==> config.mk <==
export PLATFORM = sky130hd
export DESIGN_NAME = pixclk_chan
export DESIGN_NICKNAME = d
export VERILOG_FILES = /design/src/rtl/pixclk_pkg.sv /design/src/rtl/pixclk_cfg.sv /design/src/rtl/pixclk_div_core.sv /design/src/rtl/pixclk_gate.sv /design/src/rtl/pixclk_chan.sv
export SDC_FILE = /design/constraint.sdc
export NUM_CORES = 1
export LEC_CHECK = 0
export BUFFER_PORTS_ARGS = -buffer_cell sky130_fd_sc_hd__buf_2
export CELL_PAD_IN_SITES_DETAIL_PLACEMENT = 0
export CELL_PAD_IN_SITES_GLOBAL_PLACEMENT = 2
export CORE_ASPECT_RATIO = 0.8
export CORE_MARGIN = 8
export CORE_UTILIZATION = 27
export DETAILED_ROUTE_END_ITERATION = 7
export GPL_TIMING_DRIVEN = 1
export PLACE_DENSITY = 0.83
export SYNTH_ARGS = -nofsm -noshare
export SYNTH_HDL_FRONTEND = slang
export SYNTH_HIERARCHICAL = 1
export SYNTH_SLANG_ARGS = --single-unit
==> constraint.sdc <==
create_clock -name clk -period 1.2 [get_ports clk]
set_clock_uncertainty 0.1 [all_clocks]
set_input_delay 0.12 -clock clk [delete_from_list [all_inputs] [get_ports clk]]
set_output_delay 0.12 -clock clk [all_outputs]
set_load 0.03 [all_outputs]
==> src/rtl/pixclk_pkg.sv <==
package pixclk_pkg;
  localparam int REG_W      = 32;
  localparam int NUM_SRC    = 4;
  localparam int SEL_W      = $clog2(NUM_SRC);
  localparam int DIV_W      = 4;
  localparam int PRI_EN_BIT = 31;
  localparam int SEL_LSB    = 24;
  localparam int SEC_EN_BIT = 15;
  localparam int HALF_BIT   = 11;
  localparam int DIV_LSB    = 0;

  localparam logic [REG_W-1:0] RW_MASK =
      (REG_W'(1) << PRI_EN_BIT) |
      (REG_W'((1 << SEL_W) - 1) << SEL_LSB) |
      (REG_W'(1) << SEC_EN_BIT) |
      (REG_W'(1) << HALF_BIT) |
      (REG_W'((1 << DIV_W) - 1) << DIV_LSB);

  typedef struct packed {
    logic             pri_en;
    logic             sec_en;
    logic [SEL_W-1:0] sel;
    logic             half;
    logic [DIV_W-1:0] div;
  } chan_cfg_t;
endpackage

==> src/rtl/pixclk_cfg.sv <==
module pixclk_cfg
  import pixclk_pkg::*;
(
  input  logic             clk,
  input  logic             rst_n,
  input  logic             wr_en,
  input  logic [REG_W-1:0] wr_data,
  output chan_cfg_t        cfg_o,
  output logic [REG_W-1:0] rd_data
);
  chan_cfg_t cfg_q, cfg_n;
  logic      unused_wr_bits;

  assign unused_wr_bits = ^(wr_data & ~RW_MASK);

  always_comb begin
    cfg_n = cfg_q;
    if (wr_en) begin
      cfg_n.pri_en = wr_data[PRI_EN_BIT];
      cfg_n.sec_en = wr_data[SEC_EN_BIT];
      cfg_n.sel    = wr_data[SEL_LSB +: SEL_W];
      cfg_n.half   = wr_data[HALF_BIT];
      cfg_n.div    = wr_data[DIV_LSB +: DIV_W];
    end
  end

  always_ff @(posedge clk or negedge rst_n) begin
    if (!rst_n) cfg_q <= '0;
    else        cfg_q <= cfg_n;
  end

  always_comb begin
    rd_data                      = '0;
    rd_data[PRI_EN_BIT]          = cfg_q.pri_en;
    rd_data[SEC_EN_BIT]          = cfg_q.sec_en;
    rd_data[SEL_LSB +: SEL_W]    = cfg_q.sel;
    rd_data[HALF_BIT]            = cfg_q.half;
    rd_data[DIV_LSB +: DIV_W]    = cfg_q.div;
  end

  assign cfg_o = cfg_q;
endmodule

==> src/rtl/pixclk_div_core.sv <==
module pixclk_div_core #(
  parameter int NSRC = 4,
  parameter int SW   = 2,
  parameter int DW   = 4
) (
  input  logic            clk,
  input  logic            rst_n,
  input  logic [NSRC-1:0] src_tick,
  input  logic [SW-1:0]   sel_req,
  input  logic [DW-1:0]   div_req,
  input  logic            half_req,
  output logic            tick_sel,
  output logic            boundary,
  output logic            pri_raw,
  output logic            sec_raw,
  output logic [DW-1:0]   act_div,
  output logic [DW-1:0]   cnt_cur,
  output logic            act_half,
  output logic [SW-1:0]   act_sel
);
  localparam int LW = DW + 1;

  logic [DW-1:0] div_q, div_n, cnt_q, cnt_n;
  logic [SW-1:0] sel_q, sel_n;
  logic          half_q, half_n, tff_q, tff_n;
  logic          pri_q, pri_n, sec_q, sec_n;
  logic [LW-1:0] hi_len;

  assign tick_sel = src_tick[sel_q];
  assign boundary = tick_sel && (cnt_q == div_q);

  always_comb begin
    div_n  = div_q;
    half_n = half_q;
    sel_n  = sel_q;
    cnt_n  = cnt_q;
    tff_n  = tff_q;
    pri_n  = pri_q;
    if (tick_sel) begin
      if (boundary) begin
        div_n  = div_req;
        half_n = half_req;
        sel_n  = sel_req;
        cnt_n  = '0;
        tff_n  = ~tff_q;
      end else begin
        cnt_n  = cnt_q + 1'b1;
      end
    end
    if (div_n == '0) hi_len = LW'(1);
    else             hi_len = (LW'(div_n) + LW'(1)) >> 1;
    if (tick_sel)            pri_n = (LW'(cnt_n) < hi_len);
    else if (div_q == '0)    pri_n = 1'b0;
    sec_n = half_n ? tff_n : pri_n;
  end

  always_ff @(posedge clk or negedge rst_n) begin
    if (!rst_n) begin
      div_q  <= '0;
      half_q <= 1'b0;
      sel_q  <= '0;
      cnt_q  <= '0;
      tff_q  <= 1'b0;
      pri_q  <= 1'b0;
      sec_q  <= 1'b0;
    end else begin
      div_q  <= div_n;
      half_q <= half_n;
      sel_q  <= sel_n;
      cnt_q  <= cnt_n;
      tff_q  <= tff_n;
      pri_q  <= pri_n;
      sec_q  <= sec_n;
    end
  end

  assign pri_raw  = pri_q;
  assign sec_raw  = sec_q;
  assign act_div  = div_q;
  assign cnt_cur  = cnt_q;
  assign act_half = half_q;
  assign act_sel  = sel_q;
endmodule

==> src/rtl/pixclk_gate.sv <==
module pixclk_gate (
  input  logic clk,
  input  logic rst_n,
  input  logic en_req,
  input  logic raw_i,
  output logic en_eff,
  output logic clk_o
);
  logic en_q, en_n;

  always_comb begin
    en_n = en_q;
    if (!raw_i) en_n = en_req;
  end

  always_ff @(posedge clk or negedge rst_n) begin
    if (!rst_n) en_q <= 1'b0;
    else        en_q <= en_n;
  end

  assign en_eff = en_q;
  assign clk_o  = raw_i & en_q;
endmodule

==> src/rtl/pixclk_chan.sv <==
module pixclk_chan
  import pixclk_pkg::*;
(
  input  logic               clk,
  input  logic               rst_n,
  input  logic               wr_en,
  input  logic [REG_W-1:0]   wr_data,
  output logic [REG_W-1:0]   rd_data,
  input  logic [NUM_SRC-1:0] src_tick,
  output logic               pri_clk_o,
  output logic               sec_clk_o,
  output logic               chan_active_o
);
  logic [1:0]       rst_sync_q;
  logic             rst_core_n;
  chan_cfg_t        cfg;
  logic             tick_sel, boundary, pri_raw, sec_raw, act_half;
  logic [DIV_W-1:0] act_div, cnt_cur;
  logic [SEL_W-1:0] act_sel;
  logic [1:0]       raw_v, req_v, gate_eff, out_v;

  always_ff @(posedge clk or negedge rst_n) begin
    if (!rst_n) rst_sync_q <= 2'b00;
    else        rst_sync_q <= {rst_sync_q[0], 1'b1};
  end
  assign rst_core_n = rst_sync_q[1];

  pixclk_cfg u_cfg (
    .clk     (clk),
    .rst_n   (rst_core_n),
    .wr_en   (wr_en),
    .wr_data (wr_data),
    .cfg_o   (cfg),
    .rd_data (rd_data)
  );

  pixclk_div_core #(.NSRC(NUM_SRC), .SW(SEL_W), .DW(DIV_W)) u_core (
    .clk      (clk),
    .rst_n    (rst_core_n),
    .src_tick (src_tick),
    .sel_req  (cfg.sel),
    .div_req  (cfg.div),
    .half_req (cfg.half),
    .tick_sel (tick_sel),
    .boundary (boundary),
    .pri_raw  (pri_raw),
    .sec_raw  (sec_raw),
    .act_div  (act_div),
    .cnt_cur  (cnt_cur),
    .act_half (act_half),
    .act_sel  (act_sel)
  );

  assign raw_v = {sec_raw, pri_raw};
  assign req_v = {cfg.sec_en, cfg.pri_en};

  for (genvar g = 0; g < 2; g++) begin : g_gate
    pixclk_gate u_gate (
      .clk    (clk),
      .rst_n  (rst_core_n),
      .en_req (req_v[g]),
      .raw_i  (raw_v[g]),
      .en_eff (gate_eff[g]),
      .clk_o  (out_v[g])
    );
  end

  assign pri_clk_o     = out_v[0];
  assign sec_clk_o     = out_v[1];
  assign chan_active_o = cfg.pri_en | cfg.sec_en;
endmodule

# Word-level counts from Yosys, hierarchy flattened
# Index checks and enable logic that the tools add are counted.
word_totals:
  register_bits: 27
  output_inout_bits: 35
op_classes:
  reduce_logical: 4
  muxes: 14
  add_sub_neg: 2
  bitwise_logic: 4
  n_lt_le_gt_ge: 2
  eq_ne: 1
ops:
  columns: ["cell", "n"]
  rows:
  - ["2-to-1 mux 4 bit", 5]
  - ["logical NOT 4 bit", 2]
  - ["2-to-1 mux 1 bit", 8]
  - ["adder 4 x 1 -> 5 bit (second input constant)", 1]
  - ["adder 4 x 1 -> 4 bit (second input constant)", 1]
  - ["== test 4 bit", 1]
  - ["less-than comparator 4 bit", 1]
  - ["less-than comparator 2 x 3 -> 1 bit (second input constant)", 1]
  - ["AND 1 bit", 2]
  - ["binary-select mux 1 bit (select 2 bit)", 1]
  - ["AND reduction 2 bit", 1]
  - ["logical AND 1 bit", 1]
  - ["inverter 1 bit", 1]
  - ["OR 1 bit", 1]

# Logic depth before layout (Yosys ltp)
logic_depth:
  depth_word: 10
  ltp_mapped: 14

# By module
# The synthesis kept the hierarchy.
modules_own_cells:
  columns: ["mod", "area_per_inst_um2", "n_inst", "seq_area_each_um2", "cells_per_inst"]
  rows:
  - ["pixclk_div_core", 878.3, 1, 350.3, 95]
  - ["pixclk_cfg", 615.6, 1, 225.2, 52]
  - ["pixclk_gate", 47.5, 2, 25.0, 3]
  - ["pixclk_chan", 60.1, 1, 50.0, 4]

# Worst setup path before layout
# Ideal clock, no wire load.
synth_path:
  path_kind: "reg2reg"
  from: "register u_core.sel_q[1], in the netlist u_core/act_sel[1]"
  to: "register u_core.pri_q, in the netlist u_core/pri_raw"
  period_less_slack_ps: 2473
  arrival_time_ps: 2238
  path_slack_ps: -1273
  path_stages_with_launch: 13
  t_required_ps: 964
  setup_time_ps: 136
  cell_sequence: "dfrtp_1 > mux4_2 > buf_6 > nand4_1 > xor2_1 > nor2_1 > ha_1 > nand3_1 > a21oi_1 > nand2_1 > and4b_1 > o21ai_2 > o21ai_0"
synth_via:
  elab_cells_between_ends: 12
  cone_classes: "add/sub: 1; order compare: 1; mux: 8; reduce/logical: 2"
synth_lines:
  columns: ["element", "line_no", "source"]
  rows:
  - ["from (decl)", "pixclk_div_core.sv:24", "logic [SW-1:0] sel_q, sel_n;"]
  - ["from (signal assigned)", "pixclk_div_core.sv:69", "sel_q <= sel_n;"]
  - ["binary-select mux 1 bit (select 2 bit) *", "pixclk_div_core.sv:29", "assign tick_sel = src_tick[sel_q];"]
  - ["2-to-1 mux 1 bit (not written as such) *", "pixclk_div_core.sv:29", null]
  - ["net tick_sel", "pixclk_chan.sv:17", "logic tick_sel, boundary, pri_raw, sec_raw, act_half;"]
  - ["logical AND 1 bit", "pixclk_div_core.sv:30", "assign boundary = tick_sel && (cnt_q == div_q);"]
  - ["2-to-1 mux 4 bit", "pixclk_div_core.sv:40", "if (boundary) begin"]
  - ["2-to-1 mux 4 bit *", "pixclk_div_core.sv:39", "if (tick_sel) begin"]
  - ["net u_core.cnt_n[3]", "pixclk_div_core.sv:23", "logic [DW-1:0] div_q, div_n, cnt_q, cnt_n;"]
  - ["less-than comparator 4 bit *", "pixclk_div_core.sv:52", "if (tick_sel) pri_n = (LW'(cnt_n) < hi_len);"]
  - ["2-to-1 mux 1 bit *", "pixclk_div_core.sv:52", null]
  - ["net u_core.pri_n", "pixclk_div_core.sv:26", "logic pri_q, pri_n, sec_q, sec_n;"]
  - ["to (signal assigned)", "pixclk_div_core.sv:72", "pri_q <= pri_n;"]
  - ["to (decl)", "pixclk_div_core.sv:26", null]
# The timed path passes the listed nets; every way through them passes the cells marked *. The select of a mux whose other input is x is not followed.
# A chain may end at the register's enable or synchronous reset.

# Worst setup path in the final report
# Ends and elaborated chain as after synthesis.

==> out/qor.yml <==
sta:
  drv_slew: 0
  layout_worst_path_cycle_share: 2.11
  post-route-min-period_ps: 2540
  unrepaired_setup_endpoints_after_global_routing: "true"
  totalNegativeSetupSlack_ps: -8620
  fin_hold_ws_ps: 13.3
  fmax_mhz: 394
  min_setup_slack_post_route_ps: -1340
  setup-violations-final: 17
  timing.final.hold_violations: 0
floorplanning:
  core_mm2: 0.00591
  die_h_um: 85.9
  chipWidth_um: 103
  placement_rows: 25
  start_util: 0.279
  floorplan.die_area_mm2: 0.00888
  floorplan.io_pins: 74
power:
  p_switching_mw: 2.10
  sequentialPowerShare: 0.265
  power_switching_share: 0.391
  internal_power_mw: 3.27
  p_clk_frac: 0.094
  maximum_vdd_drop_v: 0.00103
  finalPower_mw: 5.37
  power.share.combinational: 0.641
  cellLeakagePower_nw: 1.17
  p_per_area_mw_per_mm2: 2300
synth:
  distinct_cells_synth: 32
  synth.area.top_cells: "dfrtp_1 (41%), buf_4 (15%), mux2_4 (11%), nand2_1 (5.0%), xnor2_1 (3.2%)"
  synth_top_cell_by_area: "dfrtp_1"
  synth_common_cells: "buf_4 (32), dfrtp_1 (27), nand2_1 (22), mux2_4 (12)"
  synth_edf_count: 0
  synth_cells: 157
  syn_avg_cell_area_um2: 10.5
  syn-cell-area_mm2: 0.00165
  synth-seq-cells: 27
  synth_warnings: 6
  synth_flop_cell: "dfrtp_1"
  yosysTopAreaCellShare: 0.410
  ys_async_sr_fraction: 1.00
  yosysMostFrequentCell: "buf_4"
  seq_area_frac_synth: 0.410
placement:
  gp_routability_congestion: 0.850
  dp_slack_ps: -1350
  dp.final_hpwl_um: 2770
  buffer_ports.inserted: 27
cts:
  cts_made_buffers: 3
  cts_htree_levels: 1
  clk_pin_slew_worst_paths_ps: 90
  clock-root-buffer: "clkbuf_8"
  clk_latency_ps: 270
  tritoncts_clock_tree: "yes"
  clock-sinks: 27
  clock_tree.buffer_depth: 2
detailed_routing:
  wl_per_cell_um: 12.0
  detailedRoute.firstPassIterationCount: 4
  dr_total_vias: 1203
  route.final.wire_length_um: 3640
  viasPerCell: 3.96
  drt_iter0_drc: 33
  drtAntennaViolNets: 0
  drc: 0
status:
  failing_checks: "negative setup slack"
  status: "finished with violations"
global_route:
  global_route.overflow_total: 0
  first_global_vias: 1247
  grt.total_usage: 0.0870
  pin_count_of_the_biggest_net_entering_global_routing: 21
  initial_antenna_violation_count: 0
  first_pass_grt_wire_length_um: 6130
critical_path:
  setup.worst_path.start_class: "flop"
  timing_worst_setup_path_type: "reg -> reg"
  data_required_time_at_the_worst_endpoint_ps: 1260
  type_of_destination_of_the_critical_path: "flop"
  worst-endpoint-arrival_ps: 2590
  critical_path.max_stage_delay_ps: 580
  crit_path_cell_trace: "mux4_2 > buf_4 > buf_12 > nand3_2 > o21ai_2 > ha_1 > nand3_2 > a21oi_2 > nand2_1 > and4b_1 > o21ai_2 > o21ai_1"
  cp_slowest_cell: "mux4_2"
  worstPathMaxFanout: 5
min_path:
  holdCritPathClass: "reg -> async"
finish:
  nFillCells: 586
  design.final.nets: 267
  antenna_cells: 0
  area_delta_synth_final_pct: 41.2
  post_route_cells_drive_above_1_share: 0.444
  finalCoreUtilization: 0.394
flow_run:
  drv.max_cap_violation_count: 0
cells by family after synthesis:
family | Yosys count | synth area share
DFF | 27 | 0.410
muxes | 14 | 0.129
adders and majority gates | 4 | 0.0304
xor gates and xnor gates | 11 | 0.0630
and+or+nand+nor | 45 | 0.132
AOI/OAI and AO/OA | 13 | 0.0508
buffers and inverters | 41 | 0.181
other | 2 | 0.00455
final timing paths:
path | start | to | slack, ps | cells after the start
worst max-delay path | u_core/act_sel[1] | u_core/pri_raw | -1340 | 12
worst min-delay path | rst_sync_q[1] | u_cfg/cfg_o[5] | 10 | 0
worst max register to register | u_core/act_sel[1] | u_core/pri_raw | -1340 | 12
worst min register to register | rst_sync_q[1] | u_cfg/cfg_o[5] | 10 | 0
max in group asynchronous | rst_sync_q[1] | u_core/act_div[3] | 600 | 1
min in group clk | wr_en | u_cfg/cfg_o[2] | 210 | 2
registers in the layout, summed over array words and instances, names as in the netlist:
name and count:
rst_sync_q 2, u_core/act_half 1, u_core/cnt_cur 4, u_core/act_sel 2, g_gate.u_gate/en_eff 2, u_core/act_div 4
u_core/tff_q 1, u_core/pri_raw 1, u_core/sec_raw 1, u_cfg/cfg_o 9
critical path, delay by kind of cell, from the launching register on:
kind	cells	cell delay (ps)
adders and majority gates	1	280
buffers and inverters	2	300
AOI/OAI and AO/OA	4	340
muxes	1	580
and+or+nand+nor	4	430
DFF	1	380
layout make-up:
cell class,count,area (um^2),share of cell area
clock buffers,4,45.0,0.0193
inverters,5,23.8,0.0102
multi-input cells,111,810,0.348
flip-flops and latches,27,676,0.290
well taps,81,101,0.0435
repair buffers,76,673,0.289
what timing repair did:
item	4_1_cts	5_1_grt
pin swaps	6	6
endpoints found under the hold margin	11	0
hold buffers	10	0
endpoints found under the setup margin	21	23
buffers inserted	13	5
resized for setup	35	17
layer usage:
| metal | vias to the layer above | track usage | share of wire |
|---|---|---|---|
| met3 | 5 | 0.0259 | 0.061 |
| li1 | 603 | - | - |
| met2 | 31 | 0.142 | 0.49 |
| met5 | - | 0 | 0 |
| met1 | 564 | 0.108 | 0.45 |
| met4 | 0 | 0.0236 | 0.0080 |
cell usage in the layout, fill, tap and decap left out, types with 2 or more instances in the layout:
cell / count
nand3_2: 3
dlygate4sd3_1: 10
buf_2: 18
o21ai_2: 2
ha_1: 4
nor2_1: 5
nand2_1: 20
dfrtp_1: 27
nor3_1: 4
buf_6: 24
and2_4: 2
o21ai_0: 2
buf_12: 2
clkbuf_8: 3
buf_4: 21
nand4_1: 2
xor2_1: 3
nand2_2: 2
conb_1: 24
mux2_4: 12
xnor2_1: 6
o21ai_1: 3
inv_1: 4
metrics by stage:
stage	instances	instance area, um^2
floorplan	179	1760
finish	304	2330
global route	304	2330
detailed placement	277	1930
global placement	277	1930
CTS	303	2280
power groups by stage:
stage | clock (mW) | sequential, mW | combinational, mW
after CTS | 0.535 | 1.42 | 3.28
after global routing | 0.561 | 1.46 | 3.78
final | 0.506 | 1.42 | 3.44
after floorplan | 0 | 1.45 | 1.92
after global placement | 0 | 1.42 | 2.72
after detailed placement | 0 | 1.43 | 2.74
(Power assumes the default switching activity.)
